## config.mk

```make
export PLATFORM = sky130hd
export DESIGN_NAME = stop_wake_ctrl
export DESIGN_NICKNAME = d
export VERILOG_FILES = /design/src/rtl/swc_pkg.sv /design/src/rtl/swc_ctl_reg.sv /design/src/rtl/swc_stab_cnt.sv /design/src/rtl/swc_resume.sv /design/src/rtl/stop_wake_ctrl.sv
export SDC_FILE = /design/constraint.sdc
export NUM_CORES = 1
export LEC_CHECK = 0
export BUFFER_PORTS_ARGS = -buffer_cell sky130_fd_sc_hd__buf_2
export CAP_MARGIN = 20
export CORE_ASPECT_RATIO = 0.75
export CORE_UTILIZATION = 59
export DETAILED_ROUTE_END_ITERATION = 8
export PLACE_DENSITY_LB_ADDON = 0.12
export SYNTH_ARGS = -nofsm -noshare
export SYNTH_HDL_FRONTEND = slang
export SYNTH_SLANG_ARGS = --single-unit
```

## constraint.sdc

```tcl
create_clock -name clk -period 5.4 [get_ports clk]
set_input_delay 0.54 -clock clk [delete_from_list [all_inputs] [get_ports clk]]
set_output_delay 0.54 -clock clk [all_outputs]
set_load 0.02 [all_outputs]
```

## src/rtl/swc_pkg.sv

```systemverilog
package swc_pkg;
    localparam int CTL_W      = 5;
    localparam int BIT_STOP   = 0;
    localparam int BIT_SEL_LO = 1;
    localparam int BIT_FLT    = 3;
    localparam int BIT_QUICK  = 4;

    typedef enum logic [2:0] {
        ST_RUN,
        ST_ENTER,
        ST_STOP,
        ST_OSC,
        ST_STAB,
        ST_EXIT
    } swc_state_e;

    typedef struct packed {
        logic       quick;
        logic       flt;
        logic [1:0] sel;
    } swc_cfg_t;
endpackage

```

## src/rtl/swc_ctl_reg.sv

```systemverilog
module swc_ctl_reg
    import swc_pkg::*;
(
    input  logic             clk,
    input  logic             rst_n,
    input  logic             wr_en,
    input  logic [CTL_W-1:0] wdata,
    input  logic             clr_stop,
    output swc_cfg_t         cfg,
    output logic             stop_bit
);
    always_ff @(posedge clk or negedge rst_n) begin
        if (!rst_n) begin
            cfg      <= '0;
            stop_bit <= 1'b0;
        end else begin
            if (wr_en) begin
                cfg.quick <= wdata[BIT_QUICK];
                cfg.flt   <= wdata[BIT_FLT];
                cfg.sel   <= wdata[BIT_SEL_LO +: 2];
            end
            if (wr_en && wdata[BIT_STOP])
                stop_bit <= 1'b1;
            else if (clr_stop)
                stop_bit <= 1'b0;
        end
    end
endmodule

```

## src/rtl/swc_stab_cnt.sv

```systemverilog
module swc_stab_cnt #(
    parameter int BASE_LOG2 = 10
) (
    input  logic       clk,
    input  logic       rst_n,
    input  logic       clr,
    input  logic       tick,
    input  logic [1:0] sel,
    output logic       done
);
    localparam int CW = BASE_LOG2 + 7;

    logic [CW-1:0] cnt;
    logic [CW-1:0] last;

    always_comb begin
        last = (CW'(1) << (BASE_LOG2 + 2 * int'(sel))) - CW'(1);
        done = tick && (cnt == last);
    end

    always_ff @(posedge clk or negedge rst_n) begin
        if (!rst_n)
            cnt <= '0;
        else if (clr)
            cnt <= '0;
        else if (tick)
            cnt <= cnt + CW'(1);
    end
endmodule

```

## src/rtl/swc_resume.sv

```systemverilog
module swc_resume (
    input  logic clk,
    input  logic rst_n,
    input  logic capture,
    input  logic mie,
    input  logic nmi_ctx,
    input  logic prio_en,
    input  logic hi_ctx,
    output logic take
);
    logic inline_ctx;

    always_comb inline_ctx = nmi_ctx || (prio_en && hi_ctx);

    always_ff @(posedge clk or negedge rst_n) begin
        if (!rst_n)
            take <= 1'b0;
        else if (capture)
            take <= mie && !inline_ctx;
    end
endmodule

```

## src/rtl/stop_wake_ctrl.sv

```systemverilog
module stop_wake_ctrl
    import swc_pkg::*;
#(
    parameter int N_SRC          = 3,
    parameter int STAB_BASE_LOG2 = 10
) (
    input  logic             clk,
    input  logic             rst_n,
    input  logic             ctl_wr,
    input  logic [CTL_W-1:0] ctl_wdata,
    input  logic [N_SRC-1:0] wake_req,
    input  logic             osc_ready,
    input  logic             stab_tick,
    input  logic             mie,
    input  logic             nmi_ctx,
    input  logic             prio_en,
    input  logic             hi_ctx,
    output logic             core_hold,
    output logic             dummy_cycle,
    output logic             timer_halt,
    output logic             port_float,
    output logic             osc_en,
    output logic             stop_flag,
    output logic             resume_valid,
    output logic             take_irq
);
    swc_state_e state, state_nx;
    swc_cfg_t   cfg;
    logic       wake_any, wr_en, stop_req, leave_stop, stab_done, take_q;

    always_comb begin
        wake_any   = |wake_req;
        wr_en      = ctl_wr && (state == ST_RUN);
        stop_req   = wr_en && ctl_wdata[BIT_STOP];
        leave_stop = (state == ST_STOP) && wake_any;
    end

    swc_ctl_reg u_ctl (
        .clk      (clk),
        .rst_n    (rst_n),
        .wr_en    (wr_en),
        .wdata    (ctl_wdata),
        .clr_stop (leave_stop),
        .cfg      (cfg),
        .stop_bit (stop_flag)
    );

    swc_stab_cnt #(.BASE_LOG2(STAB_BASE_LOG2)) u_cnt (
        .clk   (clk),
        .rst_n (rst_n),
        .clr   (state != ST_STAB),
        .tick  ((state == ST_STAB) && stab_tick),
        .sel   (cfg.sel),
        .done  (stab_done)
    );

    swc_resume u_res (
        .clk     (clk),
        .rst_n   (rst_n),
        .capture (leave_stop),
        .mie     (mie),
        .nmi_ctx (nmi_ctx),
        .prio_en (prio_en),
        .hi_ctx  (hi_ctx),
        .take    (take_q)
    );

    always_ff @(posedge clk or negedge rst_n) begin
        if (!rst_n)
            state <= ST_RUN;
        else
            state <= state_nx;
    end

    always_comb begin
        state_nx = state;
        unique case (state)
            ST_RUN:   if (stop_req) state_nx = ST_ENTER;
            ST_ENTER: state_nx = ST_STOP;
            ST_STOP:  if (wake_any) state_nx = cfg.quick ? ST_EXIT : ST_OSC;
            ST_OSC:   if (osc_ready) state_nx = ST_STAB;
            ST_STAB:  if (stab_done) state_nx = ST_EXIT;
            ST_EXIT:  state_nx = ST_RUN;
            default:  state_nx = ST_RUN;
        endcase
    end

    always_comb begin
        core_hold    = 1'b1;
        dummy_cycle  = 1'b0;
        timer_halt   = 1'b1;
        port_float   = cfg.flt;
        osc_en       = 1'b1;
        resume_valid = 1'b0;
        take_irq     = 1'b0;
        unique case (state)
            ST_RUN: begin
                core_hold  = 1'b0;
                timer_halt = 1'b0;
                port_float = 1'b0;
            end
            ST_ENTER: begin
                dummy_cycle = 1'b1;
                timer_halt  = 1'b0;
                port_float  = 1'b0;
            end
            ST_STOP: osc_en = cfg.quick;
            ST_OSC:  ;
            ST_STAB: ;
            ST_EXIT: begin
                dummy_cycle  = 1'b1;
                timer_halt   = 1'b0;
                port_float   = 1'b0;
                resume_valid = 1'b1;
                take_irq     = take_q;
            end
            default: begin
                core_hold  = 1'b0;
                timer_halt = 1'b0;
                port_float = 1'b0;
            end
        endcase
    end
endmodule

```

======== Word level (Yosys, flattened, before mapping) ========
Index checks and enable logic that the tools add are counted.
word-level totals
  register bits after elaboration ......... 26
  input bits .............................. 17
  output and inout port bits .............. 8
  logic and storage cells ................. 56
cells by class
  add/sub/neg operators ................... 3
  eq/ne operators ......................... 11
  shift-type cells ........................ 1
  multiplexer cells ....................... 17
  reduce and logical (&&, ||, !) cells .... 17
operator list
  operator                                             number
  two-way mux 17 bit                                   2
  << shifter 1 x 32 -> 17 bit (first input constant)   1
  adder 17 x 1 -> 17 bit (second input constant)       1
  == test 17 bit                                       1
  subtractor 17 x 2 -> 17 bit (second input constant)  1
  two-way mux 3 bit                                    5
  case mux 3 bit (5 select lines)                      1
  two-way mux 1 bit                                    9
  inequality test 2 bit (second input constant)        4
  logical AND 1 bit                                    7
  == test 3 x 2 -> 1 bit (second input constant)       2
  == test 3 bit (second input constant)                2
  OR reduction 3 bit                                   2
  adder 4 x 3 -> 5 bit (first input constant)          1
  OR reduction 5 bit                                   1
  AND reduction 4 bit                                  1
  nonzero test 2 bit                                   2
  == test 3 x 1 -> 1 bit (second input constant)       1
  logical NOT 3 bit                                    1
  inequality test 3 bit (second input constant)        1
  OR reduction 2 bit                                   1
  logical NOT 1 bit                                    1
  logical OR 1 bit                                     1

======== Logic depth before layout (Yosys ltp) ========
Gate-level depths: netlist of the first run.
  word-level depth ........................ 7
  depth in mapped cells ................... 6
  mapped depth without buffers ............ 6

======== Modules after synthesis ========
Synthesis of the first run repeated with hierarchy kept, for this count alone.
second synthesis, totals
  cell total of the unflattened synthesis .. 152
  area total of the unflattened synthesis .. 1566.5 µm²
by module, submodules not included
  module          times used  cells an instance  area each (µm²)  sequential area each (µm²)
  swc_stab_cnt    1           103                1058.5           425.4
  stop_wake_ctrl  1           32                 270.3            75.1
  swc_ctl_reg     1           12                 182.7            125.1
  swc_resume      1           5                  55.1             25.0

======== Least setup slack after synthesis of the first run ========
No wires, ideal clock.
  path type ............................... register to output
  start ................................... register state[0]
  end ..................................... output take_irq
  arrival ................................. 1.392 ns
  required time ........................... 4.860 ns
  setup slack ............................. 3.468 ns
  stages on the path, launching flop included .. 5
  buffers on the path ..................... 1
  path through ............................ dfrtp_1 clkbuf_1 inv_1 nor2_1 and3_1
on the way
  cells in the longest elaborated chain, start to end .. 2
RTL lines
  what                      RTL line              source
  start: declaration        stop_wake_ctrl.sv:27  swc_state_e state, state_nx;
  start signal: assignment  stop_wake_ctrl.sv:72  state <= state_nx;
  == test 3 bit             stop_wake_ctrl.sv:96  unique case (state)
  two-way mux 1 bit         stop_wake_ctrl.sv:96
  end: declaration          stop_wake_ctrl.sv:25  output logic take_irq
No other way between the ends.

======== Worst setup path after layout of the first run ========
  start ................................... register state[1]
  end ..................................... output core_hold
on the way
  cells in the longest elaborated chain, start to end .. 3
  elaborated cells on any way between the ends .. 7
  those cells by class .................... eq/ne (5); mux (1); reduce/logical (1)
RTL lines
  what                                            RTL line              source
  == test 3 x 2 -> 1 bit (tied with other cells)  stop_wake_ctrl.sv:96
  OR reduction 5 bit (no source line) *           -
  two-way mux 1 bit *                             stop_wake_ctrl.sv:96
  end: declaration                                stop_wake_ctrl.sv:18  output logic core_hold,
Every way passes the cells marked *; elsewhere a longest branch is shown, timed or not.

==> reports/metrics.sh, run 1 <==
COMMONEST_NON_FILL_NON_TAP_CELL_IN_THE_LAYOUT='sky130_fd_sc_hd__dfrtp_1'
RRSETUPSLACK_PS=3430
COMBINED_GLOBAL_ROUTE_UTILIZATION_OF_ALL_METAL_LAYERS=0.272
DESIGN.DIE.AREA_UM2=2710
RSZ0062_AT_GRT='false'
HOLDBUFCOUNTCTS=0
YS_ASYNC_SR_FRACTION=1.00
DP_HPWL_MM=2.31
TOTAL_POWER_mW=0.583
AREA_GROWTH_FROM_SYNTHESIS_TO_FINAL_LAYOUT_PCT=12.2
DRIVE_GT1_FRAC=0.229
BOUNDARYPINS=25
CLOCK_TREE_FROM_TRITONCTS='yes'
ROUTED_WIRE_PER_STD_CELL_UM=14.4
YOSYS.CELL_TYPES.COUNT=43
VIAS_PER_CELL=5.81
GRT-OVFL-TOTAL=0
TIMING.FINAL.SETUP_VIOLATIONS=0
N_ANTENNA_CELL=0
R2R_START='u_cnt.cnt[0]'
STATUS='finished, final reports clean'
CLOCK-ROOT-BUFFER='sky130_fd_sc_hd__clkbuf_4'
DETAIL_ROUTE.WIRELENGTH_MM=3.08
PLACE.PORT_BUFFERS=24
CTS.PATH.MAX_BUFFERS=2
DR_TOTAL_VIAS=1238
HOLD_PATH.CLASS='in -> async'
FINAL_CORE_UTILIZATION=0.712
CTSRESIZECOUNT=0
POST_SYNTH.CELL_AREA_AVG_UM2=9.53
TIMING.FINAL.WS_SETUP_PS=2740
FINAL_NET_COUNT=201
DIE-WIDTH_UM=59.8
MEASURED_SLEW_AT_THE_WORST_SLEW_CHECK_PIN_PS=645
REG2REG_DEPTH=5
SYNTHESIS.NETS=176
SYNTH_EDF_COUNT=0
FINAL_ANTENNA_NET_COUNT=0
INSERTION_DELAY_PS=330
CRITICAL_PATH_ARRIVAL_PS=2120
CRIT_PATH_END_KIND='primary output'
GRT_PASS1_VIAS=1065
GRT_FIRST_PASS_WIRELENGTH_MM=5.28
PIN_COUNT_OF_THE_BIGGEST_NET_ENTERING_GLOBAL_ROUTING=27
CRIT_PATH_MAX_FANOUT=19
GP_ROUTABILITY_CONGESTION=0.785
FINALHOLDWORSTSLACK_PS=181
CTS_POST_SETUP_BUFFERS_INSERTED=0
FIN_TNS_SETUP_PS=0
MOSTFREQUENTLAYOUTCELLS='sky130_fd_sc_hd__dfrtp_1, sky130_fd_sc_hd__buf_2, sky130_fd_sc_hd__nor2_1'
STARTING_UTILIZATION_OF_THE_CORE_AREA=0.634
YOSYSWARNINGCOUNT=0
CRITICAL_PATH_CLASS='reg -> out'
HTREE_LEVELS=1
VDD.IR_DROP.WORST_V=0.000273
SYNTH_SEQ_CELLS=26
POST-PLACE-WS_PS=3150
PATH_CLK_SLEW_PS=140
WORST_SLEW_MARGIN_REL=0.569
SKEW_PS=12.5
ROW_COUNT=15
TIMING.MAX_CAP.VIOLATIONS=0
TIMING.FMAX_MHz=376
SYNTH.YOSYS.SEQ_AREA_SHARE=0.441
SLEW_VIOL_FINAL=0
ANTENNA_FOUND_INITIAL=0
CRITPATHREQUIREDTIME_PS=4860
PLACEABLECOREAREA_UM2=2330
POWER.DENSITY_nW_PER_UM2=352
DRTPASS1ITERATIONS=4
FIN_AREA_UM2=1660
HOLD_VIOLATIONS=0
POST_LAYOUT_NONFILLER_INSTANCES=213
DRC_ERRORS_LEFT=0
TIMING.CRITICAL_PATH.FROM_TYPE='register'
SYNTHESIS.INSTANCES=155
PLACEDCELLCOUNT=208
FINALCRITPERIODSHARE=0.493
SYNTH-MAIN-FF-CELL='sky130_fd_sc_hd__dfrtp_1'
FINAL.MIN_CLOCK_PERIOD_PS=2660
LEAKAGEPOWER_nW=0.733
R2R_END='u_cnt.cnt[14]'
DIE_HEIGHT_UM=45.3
CLOCK_BUFFERS_CREATED_BY_TRITONCTS=3
NUMCLOCKSINKS=26
PLACEDINSTANCEAREA_UM2=1620
SYNTHESIS.AREA_UM2=1480
FIRST_ITER_VIOLATIONS=79
-- logic make-up after synthesis --
| logic type | count (synthesis) | synth area share |
|---|---|---|
| AOI/OAI and AO/OA | 27 | 0.114 |
| xor gates and xnor gates | 12 | 0.0712 |
| adders and majority gates | 4 | 0.0339 |
| buffers and inverters | 7 | 0.0212 |
| DFF | 26 | 0.441 |
| muxes | 5 | 0.0373 |
| and+or+nand+nor | 74 | 0.282 |
-- where the power goes --
part / switching [mW] / internal (mW)
sequential: 0.0406 / 0.226
combinational: 0.123 / 0.0957
clock: 0.0569 / 0.0413
total: 0.220 / 0.363
-- how the worst max path moves through the flow --
stage | from | to | slack, ps | depth (start not counted)
floorplan | state[0] | take_irq | 3470 | 4
global placement | state[1] | core_hold | 3210 | 5
detailed placement | state[1] | core_hold | 3150 | 5
CTS | state[1] | core_hold | 2750 | 5
global route | state[1] | core_hold | 2590 | 5
finish | state[1] | core_hold | 2740 | 5
-- critical path, stage by stage (launching register included) --
cell,delay (ps)
sky130_fd_sc_hd__dfrtp_1,540
sky130_fd_sc_hd__nor2_1,110
sky130_fd_sc_hd__nand2_1,500
sky130_fd_sc_hd__nand2_1,180
sky130_fd_sc_hd__or2_2,300
sky130_fd_sc_hd__buf_2,160
-- cell usage after synthesis (all sizes together), types with 3 or more instances --
cell type  count  share of area
dfrtp         26           0.44
clkbuf         3         0.0076
xnor2          6          0.036
ha             4          0.034
a21oi          8          0.027
nand3          4          0.014
o21ai          7          0.024
or4            3          0.018
and2           5          0.021
xor2           6          0.036
mux2           4          0.031
nand2         14          0.036
nand2b         3          0.013
nor3           5          0.017
nor2          16          0.041
nand4          6          0.036
or3            6          0.027
-- registers in the layout, summed over array words and instances, names as in the netlist --
signal and count:
u_ctl.stop_bit 1, u_res.take 1, state 3, u_cnt.cnt 17, u_ctl.cfg 4
-- final cells by class --
type / count / area [um^2]
multi-input combinational: 122 / 795
fill: 194 / 671
sequential: 26 / 651
timing repair buffer: 25 / 125
tap: 34 / 42.5
clock buffer: 4 / 36.3
inverter: 2 / 7.51
-- routing by layer --
| metal | global-route usage | vias to the layer above | share of wire |
|---|---|---|---|
| li1 | - | 608 | - |
| met1 | 0.452 | 598 | 0.49 |
| met2 | 0.349 | 30 | 0.45 |
| met3 | 0.0630 | 2 | 0.057 |
| met4 | 0.0558 | 0 | 0.0046 |
| met5 | 0 | - | 0 |
Power figures use the tool's default switching activity.
==> run 2: changes to the inputs <==
--- a/config.mk
+++ b/config.mk
@@ -8,7 +8,7 @@
 export BUFFER_PORTS_ARGS = -buffer_cell sky130_fd_sc_hd__buf_2
 export CAP_MARGIN = 20
 export CORE_ASPECT_RATIO = 0.75
-export CORE_UTILIZATION = 59
+export CORE_UTILIZATION = 55
 export DETAILED_ROUTE_END_ITERATION = 8
 export PLACE_DENSITY_LB_ADDON = 0.12
 export SYNTH_ARGS = -nofsm -noshare
==> constraint.sdc (replaced) <==
create_clock -name clk -period 2.6 [get_ports clk]
set_input_delay 0.26 -clock clk [delete_from_list [all_inputs] [get_ports clk]]
set_output_delay 0.26 -clock clk [all_outputs]
set_load 0.02 [all_outputs]
==> run 2 against run 1 <==
Compared with the run above: global-route usage is 0.60 points lower; combinational power is 110% higher; wire length is 11% higher; register-to-register slack worse by 2700 ps; worst setup slack worse by 2300 ps; die area is 7.0% higher; count of clock-buffer cells in the layout is 1 lower; worst hold slack worse by 19 ps; largest power group unchanged.
==> reports/metrics.sh, run 2 (synthesis results as in run 1) <==
STATUS='finished, final reports clean'
ANTENNA_FOUND_INITIAL=0
PLACE.PORT_BUFFERS=24
CRITICAL_PATH.MAX_STAGE_DELAY_PS=550
TIMING.HOLD.WORST.START='ctl_wdata[3]'
FIN_TNS_SETUP_PS=0
REG2REG_DEPTH=5
CRIT_PATH_MAX_FANOUT=11
GRT_PASS1_VIAS=1165
FINALHOLDWORSTSLACK_PS=161
INSERTION_DELAY_PS=320
FINAL_ANTENNA_NET_COUNT=0
GRT-BUSIEST-LAYER='met2'
CRIT_PATH_END_KIND='primary output'
FINAL_NET_COUNT=203
CLOCK_TREE_FROM_TRITONCTS='yes'
TIMING.CRITICAL_PATH.FROM_TYPE='register'
STARTING_UTILIZATION_OF_THE_CORE_AREA=0.610
TIMING.FMAX_MHz=469
RRSETUPSLACK_PS=690
TOP_REGS='u_cnt.cnt x17, u_ctl.cfg x4, state x3'
RSZ0062_AT_GRT='false'
TOTAL_POWER_mW=1.30
DRC_ERRORS_LEFT=0
DETAIL_ROUTE.WIRELENGTH_MM=3.41
R2R_START='u_cnt.cnt[0]'
HOLD_PATH.CLASS='in -> reg'
GRT_FIRST_PASS_WIRELENGTH_MM=5.38
DIE-WIDTH_UM=61.8
TIMING.FINAL.SETUP_VIOLATIONS=0
NUMBER_OF_FLIP_FLOPS_UNDER_THE_LARGEST_REGISTER_NAME=17
MOSTFREQUENTLAYOUTCELLS='sky130_fd_sc_hd__dfrtp_1, sky130_fd_sc_hd__buf_2, sky130_fd_sc_hd__nor2_1'
N_ANTENNA_CELL=0
SKEW_PS=4.45
FIRST_ITER_VIOLATIONS=93
GRT_MET1_USE=0.365
HTREE_LEVELS=1
TIMING.MAX_CAP.VIOLATIONS=0
CLOCK-ROOT-BUFFER='sky130_fd_sc_hd__clkbuf_4'
AREA_GROWTH_FROM_SYNTHESIS_TO_FINAL_LAYOUT_PCT=14.7
ROUTED_WIRE_PER_STD_CELL_UM=15.8
PATH_CLK_SLEW_PS=140
POWER.DENSITY_nW_PER_UM2=767
POST-PLACE-WS_PS=726
CLOCK_BUFFERS_CREATED_BY_TRITONCTS=3
CRITICAL_PATH_ARRIVAL_PS=1870
TIMING.FINAL.WS_SETUP_PS=469
FINAL.MIN_CLOCK_PERIOD_PS=2130
COMMONEST_NON_FILL_NON_TAP_CELL_IN_THE_LAYOUT='sky130_fd_sc_hd__dfrtp_1'
PLACEABLECOREAREA_UM2=2420
VDD.IR_DROP.WORST_V=0.000613
BOUNDARYPINS=25
DRTPASS1ITERATIONS=4
LEAKAGEPOWER_nW=0.749
CRITICAL_PATH.MOST_COMMON_CELL='sky130_fd_sc_hd__nand2_1'
CTS.PATH.MAX_BUFFERS=2
R2R_END='u_cnt.cnt[14]'
MEASURED_SLEW_AT_THE_WORST_SLEW_CHECK_PIN_PS=579
WHS_ENDPOINT='u_ctl.cfg[2]'
CTS_POST_SETUP_BUFFERS_INSERTED=0
VIAS_PER_CELL=5.88
MET3_USAGE=0.0716
DP_HPWL_MM=2.62
CRIT_PATH_TOP_DELAY_CELL='sky130_fd_sc_hd__dfrtp_1'
DRIVE_GT1_FRAC=0.232
GR-USAGE-MET2=0.437
FINALCRITPERIODSHARE=0.820
SLEW_VIOL_FINAL=0
CRITPATHREQUIREDTIME_PS=2340
CRITICAL_PATH_CLASS='reg -> out'
WORSTPATHCELLLIST='nor2_1, nand2_1, nand2_1, or2_2, buf_2'
GRT-OVFL-TOTAL=0
HOLD_VIOLATIONS=0
GP_ROUTABILITY_CONGESTION=0.843
DESIGN.DIE.AREA_UM2=2900
PIN_COUNT_OF_THE_BIGGEST_NET_ENTERING_GLOBAL_ROUTING=27
LARGEST_REGISTER='u_cnt.cnt'
COMBINED_GLOBAL_ROUTE_UTILIZATION_OF_ALL_METAL_LAYERS=0.266
ROW_COUNT=15
NUMCLOCKSINKS=26
DIE_HEIGHT_UM=46.9
DR_TOTAL_VIAS=1264
TIMING.HOLD.WORST_PATH_DEPTH=2
WORST_SLEW_MARGIN_REL=0.614
-- run 2: worst max-delay path by stage --
stage	startpoint	cells after the start	end	slack, ps
2_1_floorplan	u_cnt.cnt[0]	5	u_cnt.cnt[16]	870
3_3_place_gp	u_cnt.cnt[0]	5	u_cnt.cnt[14]	800
3_5_place_dp	u_cnt.cnt[0]	5	u_cnt.cnt[14]	730
4_1_cts	state[1]	5	core_hold	490
5_1_grt	state[1]	5	core_hold	320
6_report	state[1]	5	core_hold	470
-- run 2: metal layers --
metal  up-vias  share of wire
li1        616              -
met1       603           0.44
met2        43           0.50
met3         2          0.058
met4         0         0.0029
met5         -              0
-- run 2: cell type report --
| cell class | instances | area (um^2) |
|---|---|---|
| Clock buffer | 3 | 22.5 |
| Clock inverter | 1 | 30.0 |
| Fill cell | 198 | 728 |
| Inverter | 2 | 7.51 |
| Multi-Input combinational cell | 122 | 795 |
| Sequential cell | 26 | 651 |
| Tap cell | 34 | 42.5 |
| Timing Repair Buffer | 27 | 145 |
-- run 2: worst max-delay path, delay by kind of cell (launching register included) --
kind,cells,cell delay [ps]
and+or+nand+nor,4,840
buffers and inverters,1,160
DFF,1,550
-- run 2: what timing repair did --
action	CTS	global route
hold buffers	1	0
setup endpoints to repair	0	0
endpoints found under the hold margin	26	0
gates resized for setup	0	0
-- run 2: stage by stage --
stage          utilization  std cells  cell area [um^2]
3_3_place_gp         0.673        210              1630
2_1_floorplan            -        155              1480
5_1_grt              0.699        215              1690
6_report             0.699        215              1690
4_1_cts              0.699        215              1690
3_5_place_dp         0.673        210              1630
-- run 2: power breakdown --
group / internal, mW / total [mW] / switching (mW)
combinational: 0.208 / 0.466 / 0.259
clock: 0.156 / 0.277 / 0.122
sequential: 0.469 / 0.555 / 0.0861
==> run 3: changes to the inputs <==
==> constraint.sdc (replaced) <==
create_clock -name clk -period 2 [get_ports clk]
set_input_delay 0.2 -clock clk [delete_from_list [all_inputs] [get_ports clk]]
set_output_delay 0.2 -clock clk [all_outputs]
set_load 0.02 [all_outputs]
==> run 3 against run 2 <==
Compared with the run above: sequential share of layout area fell by 0.72 points; critical path type is now reg -> reg; final area rose by 1.9%; first-iteration DRC count decreased by 6.5%.
==> reports/metrics.sh, run 3 (synthesis results as in run 1) <==
STATUS='finished, final reports clean'
FINALCRITPERIODSHARE=0.961
SLEW_VIOL_FINAL=0
TIMING.MAX_CAP.VIOLATIONS=0
MEASURED_SLEW_AT_THE_WORST_SLEW_CHECK_PIN_PS=570
HOLD_PATH.CLASS='in -> reg'
DETAIL_ROUTE.WIRELENGTH_MM=3.20
GRT_FIRST_PASS_WIRELENGTH_MM=5.12
DRC_ERRORS_LEFT=0
SKEW_PS=4.67
N_ANTENNA_CELL=0
PLACE.PORT_BUFFERS=24
GP_ROUTABILITY_CONGESTION=0.897
NUMCLOCKSINKS=26
FINAL_ANTENNA_NET_COUNT=0
FIN_TNS_SETUP_PS=0
CRITPATHREQUIREDTIME_PS=2260
POWER.DENSITY_nW_PER_UM2=994
CRITICAL_PATH_CLASS='reg -> reg'
DP_HPWL_MM=2.39
GRT-OVFL-TOTAL=0
CRIT_PATH_END_KIND='register'
ROW_COUNT=15
TIMING.HOLD.WORST.START='ctl_wdata[2]'
R2R_START='u_cnt.cnt[0]'
CRIT_PATH_MAX_FANOUT=6
NUMBER_OF_FLIP_FLOPS_UNDER_THE_LARGEST_REGISTER_NAME=17
COMBINED_GLOBAL_ROUTE_UTILIZATION_OF_ALL_METAL_LAYERS=0.248
CRITICAL_PATH_ARRIVAL_PS=2180
CLOCK_BUFFERS_CREATED_BY_TRITONCTS=3
PLACEABLECOREAREA_UM2=2420
POWER.SHARE.SWITCHING=0.359
VIAS_PER_CELL=5.93
FINAL_NET_COUNT=207
FIRST_ITER_VIOLATIONS=87
INTERNAL_POWER_mW=1.10
TIMING.FMAX_MHz=520
TOTAL_POWER_mW=1.71
INSERTION_DELAY_PS=330
GR-USAGE-MET2=0.387
PATH_CLK_SLEW_PS=140
STARTING_UTILIZATION_OF_THE_CORE_AREA=0.610
GRT_MET1_USE=0.341
BOUNDARYPINS=25
AREA_GROWTH_FROM_SYNTHESIS_TO_FINAL_LAYOUT_PCT=16.9
MET3_USAGE=0.0716
MOSTFREQUENTLAYOUTCELLS='sky130_fd_sc_hd__dfrtp_1, sky130_fd_sc_hd__buf_2, sky130_fd_sc_hd__nor2_1'
SEQ_POWER_SHARE=0.413
VDD.IR_DROP.WORST_V=0.000856
FINAL.MIN_CLOCK_PERIOD_PS=1920
DR_TOTAL_VIAS=1298
COMMONEST_NON_FILL_NON_TAP_CELL_IN_THE_LAYOUT='sky130_fd_sc_hd__dfrtp_1'
PLACEDCELLCOUNT=211
ROUTED_WIRE_PER_STD_CELL_UM=14.6
CLOCK_TREE_FROM_TRITONCTS='yes'
DIE-WIDTH_UM=61.8
PIN_COUNT_OF_THE_BIGGEST_NET_ENTERING_GLOBAL_ROUTING=27
CLOCK-ROOT-BUFFER='sky130_fd_sc_hd__clkbuf_4'
PWR-SHARE-CLK=0.213
GRT-BUSIEST-LAYER='met2'
RSZ0062_AT_GRT='false'
CRITICAL_PATH.STARTPOINT='u_cnt.cnt[0]'
COMB_POWER_SHARE=0.374
DIE_HEIGHT_UM=46.9
ANTENNA_FOUND_INITIAL=0
TIMING.FINAL.SETUP_VIOLATIONS=0
WORST_SLEW_MARGIN_REL=0.620
DRTPASS1ITERATIONS=4
TIMING.CRITICAL_PATH.FROM_TYPE='register'
TOP_REGS='u_cnt.cnt x17, u_ctl.cfg x4, state x3'
LEAKAGEPOWER_nW=0.768
CTS.PATH.MAX_BUFFERS=2
HTREE_LEVELS=1
HOLD_VIOLATIONS=0
P_SW_mW=0.616
LARGEST_REGISTER='u_cnt.cnt'
DRIVE_GT1_FRAC=0.254
POST_LAYOUT_NONFILLER_INSTANCES=219
GRT_PASS1_VIAS=1157
DESIGN.DIE.AREA_UM2=2900
[run 3: worst max-delay path, stage by stage (launching register included)]
cell and delay, ps:
sky130_fd_sc_hd__dfrtp_1 450, sky130_fd_sc_hd__ha_2 230, sky130_fd_sc_hd__nand2_1 140, sky130_fd_sc_hd__or4_4 560, sky130_fd_sc_hd__or3_1 310, sky130_fd_sc_hd__a21oi_1 160
[run 3: area by class of cell]
class	instances	area, um^2
clock buffers	3	22.5
clock inverters	1	30.0
fillers	184	696
inverters	2	7.51
multi-input cells	122	797
flip-flops and latches	26	651
well taps	34	42.5
repair buffers	31	175
[run 3: per-stage QoR]
step	setup slack, ps	utilization	hold slack, ps	instance area (um^2)
finish	77.3	0.713	89.8	1730
global route	1.42	0.713	86.8	1730
CTS	50.7	0.702	76.8	1700
detailed placement	83.4	0.676	229	1640
global placement	204	0.676	224	1640
floorplan	274	-	-95.6	1480
[run 3: repair_timing]
item | in CTS | in global routing
gates resized for setup | 0 | 1
hold buffers | 1 | 0
hold endpoints to repair | 26 | 0
endpoints found under the setup margin | 0 | 2
setup buffers | 0 | 3
[run 3: final timing paths]
| kind | to | slack [ps] | depth (start not counted) |
|---|---|---|---|
| worst max register to register | u_cnt.cnt[16] | 80 | 5 |
| max in group asynchronous | u_ctl.cfg[3] | 1260 | 2 |
| worst min register to register | u_res.take | 500 | 2 |
| worst max-delay path | u_cnt.cnt[16] | 80 | 5 |
| worst min-delay path | u_ctl.cfg[1] | 90 | 2 |
| min in group asynchronous | u_cnt.cnt[10] | 370 | 2 |
[run 3: routing by layer]
layer | vias up | share of wire
met3 | 4 | 0.061
met5 | - | 0
met4 | 0 | 0.0097
met1 | 630 | 0.48
met2 | 43 | 0.45
li1 | 621 | -
[run 3: power groups by stage]
| stage | registers, mW | logic [mW] | clock network, mW |
|---|---|---|---|
| 2_1_floorplan | 0.682 | 0.468 | 0 |
| 3_3_place_gp | 0.708 | 0.611 | 0 |
| 3_5_place_dp | 0.718 | 0.632 | 0 |
| 4_1_cts | 0.707 | 0.636 | 0.370 |
| 5_1_grt | 0.720 | 0.709 | 0.385 |
| 6_report | 0.708 | 0.641 | 0.366 |
